[src/rtl/dmc_pkg.sv]
package dmc_pkg;

  localparam logic [2:0] MODE_TRACK    = 3'd0;
  localparam logic [2:0] MODE_HOLDOVER = 3'd1;
  localparam logic [2:0] MODE_AUTO     = 3'd2;
  localparam logic [2:0] MODE_FREERUN  = 3'd3;
  localparam logic [2:0] MODE_INTRST   = 3'd4;

  typedef enum logic [1:0] {
    ST_FREE  = 2'd0,
    ST_TRACK = 2'd1,
    ST_HOLD  = 2'd2
  } loopState_t;

  typedef struct packed {
    logic       sampleOn;
    logic       clearHist;
    logic       captureHold;
    loopState_t nextState;
  } dpStrobe_t;

endpackage

[src/rtl/dmc_control.sv]
module dmc_control
  import dmc_pkg::*;
#(
  parameter int NUM_REF = 4,
  parameter int REF_W   = $clog2(NUM_REF)
) (
  input  logic               clk,
  input  logic               rstN,
  input  logic [2:0]         modeSel,
  input  logic               forceEn,
  input  logic [REF_W-1:0]   forceRef,
  input  logic               prefEn,
  input  logic [REF_W-1:0]   prefRef,
  input  logic [NUM_REF-1:0] refValid,
  output logic [REF_W-1:0]   activeRef,
  output logic               holdFlag,
  output dpStrobe_t          strobe
);

  loopState_t       curState;
  loopState_t       nextState;
  logic [REF_W-1:0] lowestIdx;
  logic             anyValid;
  logic             prefOk;
  logic [REF_W-1:0] autoPick;
  logic [REF_W-1:0] pick;
  logic             pickOk;
  logic [REF_W-1:0] nextRef;

  // lowest-index valid reference
  always_comb begin
    lowestIdx = '0;
    for (int i = NUM_REF - 1; i >= 0; i--) begin
      if (refValid[i]) lowestIdx = REF_W'(i);
    end
  end

  assign anyValid = |refValid;
  assign prefOk   = prefEn && refValid[prefRef];
  assign autoPick = prefOk ? prefRef : lowestIdx;
  assign pick     = forceEn ? forceRef : autoPick;
  assign pickOk   = forceEn ? refValid[forceRef] : anyValid;

  always_comb begin
    nextState = curState;
    nextRef   = activeRef;
    case (modeSel)
      MODE_TRACK: begin
        nextState = ST_TRACK;
        if (forceEn)       nextRef = forceRef;
        else if (anyValid) nextRef = autoPick;
      end
      MODE_HOLDOVER: begin
        nextState = ST_HOLD;
      end
      MODE_AUTO: begin
        if (pickOk) begin
          nextState = ST_TRACK;
          nextRef   = pick;
        end else begin
          nextState = ST_HOLD;
        end
      end
      default: begin
        nextState = ST_FREE;
      end
    endcase
  end

  always_ff @(posedge clk or negedge rstN) begin
    if (!rstN) begin
      curState  <= ST_FREE;
      activeRef <= '0;
    end else begin
      curState  <= nextState;
      activeRef <= nextRef;
    end
  end

  assign holdFlag = (curState == ST_HOLD);

  always_comb begin
    strobe.nextState   = nextState;
    strobe.clearHist   = (modeSel == MODE_INTRST);
    strobe.sampleOn    = (curState == ST_TRACK);
    strobe.captureHold = (nextState == ST_HOLD) && (curState != ST_HOLD);
  end

endmodule

[src/rtl/dmc_datapath.sv]
module dmc_datapath
  import dmc_pkg::*;
#(
  parameter int                FREQ_W        = 24,
  parameter int                HIST_DEPTH    = 8,
  parameter int                SAMPLE_PERIOD = 1024,
  parameter logic [FREQ_W-1:0] NOMINAL_WORD  = {1'b1, {(FREQ_W-1){1'b0}}},
  parameter int                AGE_W         = $clog2(HIST_DEPTH)
) (
  input  logic              clk,
  input  logic              rstN,
  input  dpStrobe_t         strobe,
  input  logic [FREQ_W-1:0] loopFreq,
  input  logic [AGE_W-1:0]  holdAge,
  output logic [FREQ_W-1:0] ncoWord
);

  localparam int CNT_W = (SAMPLE_PERIOD > 1) ? $clog2(SAMPLE_PERIOD) : 1;
  localparam logic [CNT_W-1:0] CNT_LAST = CNT_W'(SAMPLE_PERIOD - 1);

  logic [CNT_W-1:0]      sampleCnt;
  logic                  sampleTick;
  logic                  writeNow;
  logic [AGE_W-1:0]      wrPtr;
  logic [AGE_W-1:0]      rdIdx;
  logic [HIST_DEPTH-1:0] entryWe;
  logic [FREQ_W-1:0]     hist [HIST_DEPTH];
  logic [FREQ_W-1:0]     histRd;

  assign sampleTick = (sampleCnt == CNT_LAST);
  assign writeNow   = sampleTick && strobe.sampleOn && !strobe.clearHist;

  always_ff @(posedge clk or negedge rstN) begin
    if (!rstN)                 sampleCnt <= '0;
    else if (strobe.clearHist) sampleCnt <= '0;
    else if (sampleTick)       sampleCnt <= '0;
    else                       sampleCnt <= sampleCnt + CNT_W'(1);
  end

  always_ff @(posedge clk or negedge rstN) begin
    if (!rstN)                 wrPtr <= '0;
    else if (strobe.clearHist) wrPtr <= '0;
    else if (writeNow)         wrPtr <= wrPtr + AGE_W'(1);
  end

  for (genvar g = 0; g < HIST_DEPTH; g++) begin : g_we
    assign entryWe[g] = writeNow && (wrPtr == AGE_W'(g));
  end

  always_ff @(posedge clk or negedge rstN) begin
    if (!rstN) begin
      for (int i = 0; i < HIST_DEPTH; i++) hist[i] <= NOMINAL_WORD;
    end else begin
      for (int i = 0; i < HIST_DEPTH; i++) begin
        if (strobe.clearHist) hist[i] <= NOMINAL_WORD;
        else if (entryWe[i])  hist[i] <= loopFreq;
      end
    end
  end

  // newest entry sits one below the write pointer; step back by holdAge
  assign rdIdx  = wrPtr - AGE_W'(1) - holdAge;
  assign histRd = hist[rdIdx];

  always_ff @(posedge clk or negedge rstN) begin
    if (!rstN) begin
      ncoWord <= NOMINAL_WORD;
    end else begin
      case (strobe.nextState)
        ST_TRACK: ncoWord <= loopFreq;
        ST_HOLD:  if (strobe.captureHold) ncoWord <= histRd;
        default:  ncoWord <= NOMINAL_WORD;
      endcase
    end
  end

endmodule

[src/rtl/dpll_mode_ctrl.sv]
module dpll_mode_ctrl
  import dmc_pkg::*;
#(
  parameter int                NUM_REF       = 4,
  parameter int                FREQ_W        = 24,
  parameter int                HIST_DEPTH    = 8,
  parameter int                SAMPLE_PERIOD = 1024,
  parameter logic [FREQ_W-1:0] NOMINAL_WORD  = {1'b1, {(FREQ_W-1){1'b0}}},
  parameter int                REF_W         = $clog2(NUM_REF),
  parameter int                AGE_W         = $clog2(HIST_DEPTH)
) (
  input  logic               clk,
  input  logic               rstN,
  input  logic [2:0]         modeSel,
  input  logic               forceEn,
  input  logic [REF_W-1:0]   forceRef,
  input  logic               prefEn,
  input  logic [REF_W-1:0]   prefRef,
  input  logic [NUM_REF-1:0] refValid,
  input  logic [FREQ_W-1:0]  loopFreq,
  input  logic [AGE_W-1:0]   holdAge,
  output logic [REF_W-1:0]   activeRef,
  output logic               holdFlag,
  output logic [FREQ_W-1:0]  ncoWord
);

  dpStrobe_t strobe;

  dmc_control #(
    .NUM_REF (NUM_REF),
    .REF_W   (REF_W)
  ) control_i (
    .clk       (clk),
    .rstN      (rstN),
    .modeSel   (modeSel),
    .forceEn   (forceEn),
    .forceRef  (forceRef),
    .prefEn    (prefEn),
    .prefRef   (prefRef),
    .refValid  (refValid),
    .activeRef (activeRef),
    .holdFlag  (holdFlag),
    .strobe    (strobe)
  );

  dmc_datapath #(
    .FREQ_W        (FREQ_W),
    .HIST_DEPTH    (HIST_DEPTH),
    .SAMPLE_PERIOD (SAMPLE_PERIOD),
    .NOMINAL_WORD  (NOMINAL_WORD),
    .AGE_W         (AGE_W)
  ) datapath_i (
    .clk      (clk),
    .rstN     (rstN),
    .strobe   (strobe),
    .loopFreq (loopFreq),
    .holdAge  (holdAge),
    .ncoWord  (ncoWord)
  );

endmodule

[config.mk]
export PLATFORM = sky130hd
export DESIGN_NAME = dpll_mode_ctrl
export DESIGN_NICKNAME = d
export VERILOG_FILES = /design/src/rtl/dmc_pkg.sv /design/src/rtl/dmc_control.sv /design/src/rtl/dmc_datapath.sv /design/src/rtl/dpll_mode_ctrl.sv
export SDC_FILE = /design/constraint.sdc
export NUM_CORES = 1
export LEC_CHECK = 0
export CAP_MARGIN = 20
export CORE_MARGIN = 2
export CORE_UTILIZATION = 55
export CTS_CLUSTER_DIAMETER = 30
export DETAILED_ROUTE_END_ITERATION = 8
export PLACE_DENSITY = 0.77
export SYNTH_ARGS = -nofsm -noshare
export SYNTH_HDL_FRONTEND = slang
export SYNTH_HIERARCHICAL = 1
export SYNTH_SLANG_ARGS = --single-unit
export TNS_END_PERCENT = 5
[constraint.sdc]
create_clock -name clk -period 2.2 [get_ports clk]
set_input_delay 0.44 -clock clk [delete_from_list [all_inputs] [get_ports clk]]
set_output_delay 0.44 -clock clk [all_outputs]
set_load 0.02 [all_outputs]
# After elaboration in Yosys (flattened, before gate mapping)
# Cells that the tools add are included.
# word_totals
memories	0
in_bits	42
ff_bits	233
elab_cells	109
ramBits	0
rom_bits	0
latchBits	0
# classes
n_mux	42
n_bitwise	1
add_sub_neg	4
n_shift	0
n_div	0
multipliers	0
order_cmp	3
eq_ne	19
n_reduce_logical	27
# ops
operator	count
$mux W24	19
$bmux W24 S3	1
$pmux W24 S2	1
$mux W10	2
$mux W2	10
$reduce_bool A2 Y1	10
$eq A3 B3 Y1 const B	5
$logic_and A1 B1 Y1	12
$add A10 B1 Y10 const B	1
$eq A10 B10 Y1 const B	1
$eq A3 B2 Y1 const B	3
$eq A3 B1 Y1 const B	2
$logic_not A3 Y1	2
$lt A2 B3 Y1 const B	2
$mux W3	2
$pmux W2 S3	1
$bmux W1 S2	2
$eq A2 B1 Y1 const B	2
$eq A2 B2 Y1 const B	2
$ge A4 B4 Y1 const B	1
$ne A2 B1 Y1 const B	2
$not A3 Y4	1
$pmux W2 S2	1
$reduce_or A4 Y1	1
8 further kinds	10

# Logic depth before layout (Yosys ltp)
# depth
depth_word	9
ltp_mapped	12
mapped_depth_nobuf	9

# By module
# The synthesis kept the hierarchy.
# by_module_without_submodules
module	seq_area_each_um2	cells_per_inst	area_per_inst_um2	n_inst
dmc_datapath	5741.8	1185	12543.3	1
dmc_control	100.1	36	329.1	1

# Worst setup path after synthesis
# No wires, ideal clock.
# synth_timing
path_type	input to register
from	input port forceRef[1]
to	register datapath_i.ncoWord[10]
stages	12
t_required_ns	2.110
setup_ns	0.090
slack_ns	-0.402
n_path_buf	3
arrival_time_ns	2.512
cell_sequence	mux4_2 nor2b_1 o21a_1 nor3_1 inv_1 ha_1 nor2b_1 buf_2 or3b_1 clkbuf_1 buf_2 o221ai_1
# synth_lines
element	line_no	rtl
start: declaration	dpll_mode_ctrl.sv:16	input logic [REF_W-1:0] forceRef,
end signal: assignment	dmc_datapath.sv:70	ST_TRACK: ncoWord <= loopFreq;
end signal: assignment	dmc_datapath.sv:71	ST_HOLD: if (strobe.captureHold) ncoWord <= histRd;
end: declaration	dmc_datapath.sv:15	output logic [FREQ_W-1:0] ncoWord

# Worst setup path after layout
# layout_timing
from	input port holdAge[0]
to	register datapath_i.ncoWord[11]
# layout_between
elab_chain_cells	7
# layout_lines
element	line_no	rtl
start: declaration	dpll_mode_ctrl.sv:21	input logic [AGE_W-1:0] holdAge,
$sub A3 B3 Y3	dmc_datapath.sv:62	assign rdIdx = wrPtr - AGE_W'(1) - holdAge;
$not A3 Y4 (implied by the code)	dmc_datapath.sv:63	assign histRd = hist[rdIdx];
$bmux W24 S3	dmc_datapath.sv:63	
$mux W24 (implied by the code) (2 in series)	dmc_datapath.sv:63	
$mux W24	dmc_datapath.sv:71	
$pmux W24 S2	dmc_datapath.sv:69	case (strobe.nextState)
# Every way passes these cells. The select of a mux whose other input is x is not followed.
# A chain may end at the register's enable or synchronous reset.

==> out/results.ini <==
[placed_design]
dpl.hpwl_um=21400
placed_area_mm2=0.0141
io_buffers=68
place_congestion=0.792
placed_cells=1505

[sta]
finalSetupTns_ns=-2.03
fin_crit_sh_pct=108
finalMaxSlewViolations=0
worst_pin_slew_ns=0.677
skew_ns=0.0152
hold_viol_final=0
max_freq_ghz=0.421
grt_setup_unrepaired=true
max_slew_margin_pct=54.8
fin_ws_ns=-0.176
setup_viol=23
min_period_ns=2.38

[finish]
area_growth_pct=25.5
final_cell_mix=224 x dfrtp_1, 147 x a21oi_1, 146 x nand4_1
nets=1303
final_common_cell=dfrtp_1
final_area_mm2=0.0162
drive_above_1_share_pct=21.1
fin_cells=1601

[route]
drc_errors=0
drtPass1Iterations=5
antenna_left=0
viasPerCell=7.15
drt_iter0_markers=1439
wl_um=41400
wl_per_cell_um=25.9
vias=11400

[worst_setup_path]
cp_data_required_time_ns=2.60
path_max_fanout=17
r2r_slack_ns=-0.15
worstRegToRegCells=6
crit_family=buffers and inverters
crit_arrival_ns=2.77
r2r_start=datapath_i/wrPtr[0]$_DFFE_PN0P_
crit_path_start_kind=input pin
worst_setup_path_end_kind=register
path_buf_inv=3
critPathMaxStageDelay_ns=0.62
crit_type=in2reg
crit_chain=clkdlybuf4s50_1 > inv_1 > ha_4 > fa_2 > bufbuf_16 > mux4_2 > mux2i_4 > o221ai_4
crit_slowest_cell=fa_2
r2r-end=datapath_i/ncoWord[11]$_DFFE_PN0P_

[yosys]
syn_area_per_cell_um2=10.5
seq_area_frac_synth_pct=45.4
yosys.area.top_type=dfrtp_1
netlist_instances=1221
ys_types=49
synth_edf_count=0
synth-seq-cells=233
yosys_warnings=6
syn_area_mm2=0.0129
ys_async_sr_fraction_pct=100
synth_area_leaders=dfrtp_1 44%, mux4_2 8.6%, o31ai_1 8.3%
synth.top_cell.area_share_pct=43.5
synth-main-ff-cell=dfrtp_1
synth_fp_nets=1274

[floorplan]
dieWidth_um=157
fp.coreArea_mm2=0.0228
fp.dieH_um=157
ios=69
rows=55
die-area_mm2=0.0246
start_util_pct=56.5

[grt]
globalRouteTotalUtil_pct=33.9
grt-ovfl-total=0
use_met1_pct=45.5
grtUsageMet2_pct=52.6
grt_max_degree=124
grt_pass1_wl_um=64600
grt_antenna_before_repair=0
busiest_layer=met2
grt_pass1_vias=11600
gr-usage-met3_pct=7.65

[clocking]
root_buffer=clkbuf_16
clk_latency_ns=0.53
cts_max_level=2
clock-sinks=233
cts_inserted_buffers=49
clockBufferDepth=3
clk_pin_slew_ns=0.05
cts_tree=done

[hold_path]
hp-start=forceRef[1]
whs_path_depth=3
min_to=control_i/activeRef[1]$_DFFE_PN0P_
worstHoldPathType=in2reg

[power_and_ir_drop]
totalPowerFinal_mw=13.0
irDropWorstVdd_mv=0.663
p_leak_nw=6.72
power_density_mw_per_mm2=803

[flow_run]
cap_violations=0

[outcome]
violations=negative setup slack
status=finished with violations

## metrics by stage
step / utilization [%] / hold WS (ns) / worst slack [ns]
2_1_floorplan: - / 0.144 / -0.352
3_3_place_gp: 61.8 / 0.414 / -0.925
3_5_place_dp: 61.8 / 0.415 / -0.979
4_1_cts: 70.4 / 0.307 / -0.0756
5_1_grt: 70.9 / 0.284 / -0.180
6_report: 70.9 / 0.281 / -0.176
## worst max-delay path by stage
stage	start	to	slack (ns)	cells past startpoint
6_report	holdAge[0]	datapath_i/ncoWord[11]$_DFFE_PN0P_	-0.18	8
4_1_cts	holdAge[0]	datapath_i/ncoWord[23]$_DFFE_PN1P_	-0.08	8
2_1_floorplan	forceRef[1]	datapath_i/ncoWord[10]$_DFFE_PN0P_	-0.35	10
3_5_place_dp	forceRef[1]	datapath_i/ncoWord[16]$_DFFE_PN0P_	-0.98	10
5_1_grt	holdAge[0]	datapath_i/ncoWord[0]$_DFFE_PN0P_	-0.18	8
3_3_place_gp	forceRef[1]	datapath_i/ncoWord[10]$_DFFE_PN0P_	-0.93	10
## area by class of cell
type	count	area [um2]
clock buffer	61	1330
fill	1500	6620
tap	313	392
timing repair buffer	153	1770
inverter	34	128
clock inverter	26	374
multi-input combinational	779	6310
sequential	233	5840
antenna	2	5.00
## cell families after synthesis
group,Yosys count,share of synthesized area [%]
fa+ha+maj,11,1.13
mux,128,14.8
simple gates,300,14.1
flops,233,45.4
buf+inv,209,7.40
xor+xnor,4,0.379
compound gates,336,16.8
## layer usage
layer / up-vias / part of all wire [%]
met3: 169 / 11
met4: 0 / 4.5
met2: 826 / 47
li1: 4739 / -
met5: - / 0
met1: 5707 / 38
## sequential cells by signal, indices dropped and copies added (netlist names)
name	count
control_i/activeRef	2
control_i/curState	2
datapath_i/hist	192
datapath_i/ncoWord	24
datapath_i/sampleCnt	10
datapath_i/wrPtr	3
## timing repair
item | CTS | global route
cloned | 5 | 0
resized for setup | 44 | 25
buffers inserted | 2 | 0
pin swaps | 4 | 4
hold buffers | 1 | 0
endpoints found under the hold margin | 45 | 0
endpoints found under the setup margin | 24 | 25
## worst register-to-register path, stage by stage, from the launching register on
cell and delay [ns]:
dfrtp_1 0.41, ha_4 0.18, fa_2 0.62, bufbuf_16 0.36, mux4_2 0.35, mux2i_4 0.19
o221ai_4 0.12
## Yosys cell counts, types with 4 or more instances
library cell  count
inv_1            34
and4_1            6
ha_1             10
o221ai_1         24
nand2b_1         70
nand2_1          31
a31oi_1           7
o31ai_1         142
o21bai_1          6
buf_2            70
nor3_1            5
nor2_1           11
nor4_1            6
dfrtp_1         224
dfstp_2           9
nand4_1         146
mux2i_1          75
a21oi_1         147
nand3_1           4
mux4_2           49
nor2b_1           4
buf_4             9
clkbuf_1         87
o21ai_0           5
## power by group
group | switching [mW] | internal [mW]
combinational | 0.531 | 0.380
clock | 2.40 | 5.21
sequential | 0.0790 | 4.37
Power figures use the tool's default switching activity.
